**src/rtl/cof_pkg.sv**
```systemverilog
package cof_pkg;
  typedef enum logic [2:0] {
    COF_JMP = 3'd0,
    COF_JSR = 3'd1,
    COF_BRA = 3'd2,
    COF_BSR = 3'd3,
    COF_CND = 3'd4
  } cof_cls_e;
endpackage

```
**src/rtl/cof_len_calc.sv**
```systemverilog
module cof_len_calc #(
  parameter int CW = 3,
  parameter int LW = 4
) (
  input  logic          clk,
  input  logic          rst_n,
  input  logic          chk_en,
  input  logic [2:0]    cls,
  input  logic          delayed,
  input  logic          taken,
  input  logic [CW-1:0] grp,
  input  logic [CW-1:0] slot,
  input  logic          split,
  output logic [LW-1:0] len
);
  import cof_pkg::*;

  localparam int SW = CW + 3;

  logic signed [SW-1:0] cjn_s, cd_s, base, floor_v, pick, raw;
  logic                 xfer;

  always_comb begin
    cjn_s   = {{(SW-CW){1'b0}}, grp};
    cd_s    = delayed ? {{(SW-CW){1'b0}}, slot} : '0;
    base    = SW'(1);
    floor_v = SW'(1);
    xfer    = 1'b1;
    case (cls)
      COF_JMP: base = SW'(3) - cd_s;
      COF_JSR: begin
        if (delayed) base = SW'(1) + cjn_s;
        else         base = (cjn_s >= SW'(3)) ? SW'(4) : SW'(3);
      end
      COF_BRA: base = SW'(4) - cd_s;
      COF_BSR: begin
        if (delayed) begin
          base    = SW'(4) - cd_s;
          floor_v = ((cjn_s + cd_s) < SW'(4)) ? (SW'(1) + cjn_s) : SW'(2);
        end else begin
          base = (cjn_s >= SW'(4)) ? SW'(5) : SW'(4);
        end
      end
      COF_CND: begin
        xfer = taken;
        base = taken ? (SW'(4) - cd_s) : SW'(1);
      end
      default: xfer = 1'b0;
    endcase
    pick = (base > floor_v) ? base : floor_v;
    raw  = pick + ((split && xfer) ? SW'(1) : SW'(0));
    len  = raw[LW-1:0];
  end

  assert_len_nonzero_R2: assert property (@(posedge clk) disable iff (!rst_n)
    chk_en |-> (len != '0));
  assert_not_taken_R6: assert property (@(posedge clk) disable iff (!rst_n)
    (chk_en && cls == 3'd4 && !taken) |-> (len == LW'(1)));
  assert_jump_split_R8: assert property (@(posedge clk) disable iff (!rst_n)
    (chk_en && cls == 3'd0 && !delayed) |-> (len == LW'(3) + LW'(split)));
  assert_reserved_R9: assert property (@(posedge clk) disable iff (!rst_n)
    (chk_en && cls > 3'd4) |-> (len == LW'(1)));
endmodule

```
**src/rtl/cof_counter.sv**
```systemverilog
module cof_counter #(
  parameter int LW = 4
) (
  input  logic          clk,
  input  logic          rst_n,
  input  logic          load,
  input  logic [LW-1:0] len,
  output logic          stall,
  output logic          ready
);
  logic [LW-1:0] cnt_q, cnt_d;

  always_comb begin
    cnt_d = cnt_q;
    if (load)              cnt_d = len;
    else if (cnt_q != '0)  cnt_d = cnt_q - LW'(1);
  end

  always_ff @(posedge clk or negedge rst_n) begin
    if (!rst_n) cnt_q <= '0;
    else        cnt_q <= cnt_d;
  end

  assign stall = (cnt_q > LW'(1));
  assign ready = !stall;

  assert_load_R10: assert property (@(posedge clk) disable iff (!rst_n)
    load |=> (cnt_q == $past(len)));
  assert_countdown_R11: assert property (@(posedge clk) disable iff (!rst_n)
    (stall && !load) |=> (cnt_q == $past(cnt_q) - LW'(1)));
  assert_no_load_in_stall_R11: assert property (@(posedge clk) disable iff (!rst_n)
    stall |-> !load);
endmodule

```
**src/rtl/cof_sequencer.sv**
```systemverilog
module cof_sequencer #(
  parameter int CW = 3,
  parameter int LW = $clog2((1 << CW) + 3)
) (
  input  logic          clk,
  input  logic          rst_n,
  input  logic          issue_valid,
  output logic          issue_ready,
  input  logic [2:0]    cof_class,
  input  logic          cof_delayed,
  input  logic          cof_taken,
  input  logic [CW-1:0] grp_cyc,
  input  logic [CW-1:0] slot_cyc,
  input  logic          split_tgt,
  output logic          stall,
  output logic [LW-1:0] flow_cycles
);
  logic          accept;
  logic [LW-1:0] len;
  logic [LW-1:0] flow_q, flow_d;

  assign accept = issue_valid && issue_ready;

  cof_len_calc #(.CW(CW), .LW(LW)) u_calc (
    .clk     (clk),
    .rst_n   (rst_n),
    .chk_en  (issue_valid),
    .cls     (cof_class),
    .delayed (cof_delayed),
    .taken   (cof_taken),
    .grp     (grp_cyc),
    .slot    (slot_cyc),
    .split   (split_tgt),
    .len     (len)
  );

  cof_counter #(.LW(LW)) u_cnt (
    .clk   (clk),
    .rst_n (rst_n),
    .load  (accept),
    .len   (len),
    .stall (stall),
    .ready (issue_ready)
  );

  always_comb begin
    flow_d = flow_q;
    if (accept) flow_d = len;
  end

  always_ff @(posedge clk or negedge rst_n) begin
    if (!rst_n) flow_q <= '0;
    else        flow_q <= flow_d;
  end

  assign flow_cycles = flow_q;

  assert_flow_hold_R12: assert property (@(posedge clk) disable iff (!rst_n)
    !accept |=> $stable(flow_cycles));
  assert_flow_load_R12: assert property (@(posedge clk) disable iff (!rst_n)
    accept |=> (flow_cycles == $past(len)));
endmodule

```
**config.mk**
```make
export PLATFORM = sky130hd
export DESIGN_NAME = cof_sequencer
export DESIGN_NICKNAME = d
export VERILOG_FILES = /design/src/rtl/cof_pkg.sv /design/src/rtl/cof_len_calc.sv /design/src/rtl/cof_counter.sv /design/src/rtl/cof_sequencer.sv
export SDC_FILE = /design/constraint.sdc
export NUM_CORES = 1
export LEC_CHECK = 0
export BUFFER_PORTS_ARGS = -buffer_cell sky130_fd_sc_hd__buf_4
export CAP_MARGIN = 30
export CORE_AREA = 2 2 47 49
export DETAILED_ROUTE_END_ITERATION = 8
export DIE_AREA = 0 0 49 51
export PLACE_DENSITY = 0.76
export SLEW_MARGIN = 30
export SYNTH_ARGS = -nofsm -noshare
export SYNTH_HDL_FRONTEND = slang
export SYNTH_SLANG_ARGS = --single-unit
```
**constraint.sdc**
```tcl
create_clock -name clk -period 2.3 [get_ports clk]
set_input_delay 0.115 -clock clk [delete_from_list [all_inputs] [get_ports clk]]
set_output_delay 0.115 -clock clk [all_outputs]
set_load 0.02 [all_outputs]
```
==> flow_summary.ini <==
[status]
status = complete, but fails checks
violations = setup timing

[critical_path]
cp_data_arrival_time_ns = 3.02
cp_top_family = simple AND/OR/NAND/NOR gates
slowest_stage = or4_4
critPathLaunchType = primary input
crit_top_cell = ha_4
critical_path_class = in2reg
crit_required_ns = 2.49
endpoint_kind = flip-flop
crit_buf_inv = 1
critPathMaxStageDelay_ns = 0.54
path_cells = buf_8 -> ha_4 -> ha_4 -> nor3b_2 -> o21ai_1 -> a21oi_1 -> or4_4 -> ha_4 -> and4_1 -> a21oi_2 -> o21ai_2 -> mux2i_1 -> ha_2 -> nand3_2 -> nor3b_2 -> a31oi_1 -> nand2_1
path_max_fanout = 3

[die]
boundaryPins = 21
rows = 17
start_util_pct = 49.6
die-area_mm2 = 0.00250
die-height_um = 51
core_area_mm2 = 0.00206
die_x_um = 49

[layout]
syn_to_final_growth_pct = 59.3
fillCellCount = 140
fin_nets = 217
final_area_mm2 = 0.00163
final-seq-area_um2 = 200
fin_cells = 216
antenna_cells = 0
drive_gt1_share_pct = 45.2
multiInputGateArea_um2 = 897

[logic_synthesis]
synth.yosys.warnings = 0
yosysMostFrequentCell = nand2_1
syn_area_mm2 = 0.00102
ys.flop_type = dfrtp_1
synth_common_cells = nand2_1 (19), ha_1 (12), nor2_1 (12), a21oi_1 (10), dfrtp_1 (8)
yosys.area.top_type = dfrtp_1
syn_inst = 136
ys_top_cells_by_area = dfrtp_1 (20%), ha_1 (15%), nand2_1 (7.0%), a21oi_1 (4.9%), nor2_1 (4.4%)
synth_edf_count = 0
syn-num-nets = 163
seq_area_frac_synth_pct = 19.6
synth_top_area_share_pct = 19.6
avgSynthCellArea_um2 = 7.53
async_flop_share_pct = 100
synth.distinct_cells = 42
ys_ff_latch = 8

[run]
maxCapViolations = 0

[cts]
clk_root_buffer_cell = clkbuf_4
htreeDepth = 1
cts_buffers = 3
clkTransAtPathRegs_ns = 0.05
clkSinkCount = 8
cts_tree = built
clock_latency_ns = 0.26
clockBufferDepth = 2

[place]
place_area_mm2 = 0.00149
dp_hpwl_mm = 2.52
placedCellCount = 211
port_buffers = 20
place_congestion = 0.870
dpl_worst_slack_ns = -1.02

[detailed_routing]
wl_per_cell_um = 14.9
antenna_left = 0
drtPass1Iterations = 4
drt-vias-per-instance = 5.53
drt_iter0_markers = 29
route.detailed.drc = 0
num_vias = 1195
routed_wl_mm = 3.22

[power_and_ir_drop]
p_leak_nw = 0.773
power_density_mw_per_mm2 = 610
vdd_drop_max_mv = 0.619

[grt]
grt_pass1_wl_mm = 5.64
grt.total_usage_pct = 29.2
grt_pass1_vias = 1274
gr-total-overflow = 0
grt_max_degree = 17
antenna_found_initial = 0

[sta]
fin_skew_ns = 0.00303
setup_slack_ns = -0.532
fin_tns_setup_ns = -3.48
min_period_over_period_pct = 123
hold_viol_final = 0
finalSetupViolations = 8
finalCriticalPeriod_ns = 2.83
slew_viol_final = 0
fmax_mhz = 353
rsz0062_at_grt = true
hold-worst-slack_ns = 0.217

[hold_path]
hold_path.class = in2async
## area by class of cell
type	instances	share of cell area, %
clock buffers	3	1.38
inverters	8	1.84
multi-input cells	113	55.0
flip-flops and latches	8	12.3
well taps	28	2.15
repair buffers	56	27.3
## cell families after synthesis
family,Yosys count,share of synthesized area (%)
fa+ha+maj,12,14.7
simple gates,60,31.9
compound gates,33,20.4
xor+xnor,3,2.57
flops,8,19.6
buf+inv,15,6.60
mux,4,3.91
other cells,1,0.366
## registers in the layout (all words and copies together) (netlist names)
name	flops
flow_cycles	4
u_cnt.cnt_q	4
## layout by cell type, fill, tap and decap left out, drive strengths merged, types with 3 or more instances in the layout
cell / Yosys / routed
inv: 7 / 7
nor2: 12 / 12
nand2: 19 / 19
mux2i: 4 / 4
ha: 12 / 12
nand3: 4 / 4
buf: 5 / 55
o21ai: 8 / 8
nor2b: 3 / 3
dfrtp: 8 / 8
a21oi: 10 / 10
a31oi: 3 / 3
xor2: 3 / 3
clkbuf: 2 / 3
nor3: 5 / 5
## where the power goes
part	total, mW	internal, mW	switching, mW
sequential	0.258	0.207	0.0511
combinational	0.626	0.292	0.334
clock	0.110	0.0599	0.0504
total	0.994	0.559	0.436
## layer usage
layer / vias to the layer above / share of wire [%] / GRT usage, %
li1: 587 / - / -
met4: 0 / 2.4 / 11.4
met1: 567 / 38 / 30.2
met2: 34 / 56 / 59.4
met5: - / 0 / 0
met3: 7 / 3.2 / 3.51
## per-stage QoR
| step | total power [mW] | utilization, % |
|---|---|---|
| after floorplan | 0.617 | - |
| after global placement | 0.823 | 72.0 |
| after detailed placement | 0.855 | 72.0 |
| after CTS | 0.990 | 77.9 |
| after global routing | 1.08 | 79.0 |
| final | 0.994 | 79.0 |
## what timing repair did
item / CTS / global route
resized for setup: 18 / 5
pin swaps: 12 / 6
hold buffers: 1 / 0
setup buffers: 1 / 0
endpoints found under the hold margin: 8 / 0
endpoints found under the setup margin: 8 / 8
## worst paths after layout
kind / from / to / slack [ns] / cells after the start
max in group asynchronous: rst_n / u_cnt.cnt_q[2]$_DFFE_PN0P_ / 1.95 / 2
min in group clk: issue_valid / u_cnt.cnt_q[1]$_DFFE_PN0P_ / 0.26 / 3
min reg2reg: flow_cycles[1]$_DFFE_PN0P_ / flow_cycles[1]$_DFFE_PN0P_ / 0.50 / 2
max reg2reg: u_cnt.cnt_q[0]$_DFFE_PN0P_ / u_cnt.cnt_q[3]$_DFFE_PN0P_ / 0.29 / 9
min: rst_n / flow_cycles[0]$_DFFE_PN0P_ / 0.22 / 2
max: grp_cyc[0] / u_cnt.cnt_q[3]$_DFFE_PN0P_ / -0.53 / 17
(Power assumes the default switching activity.)
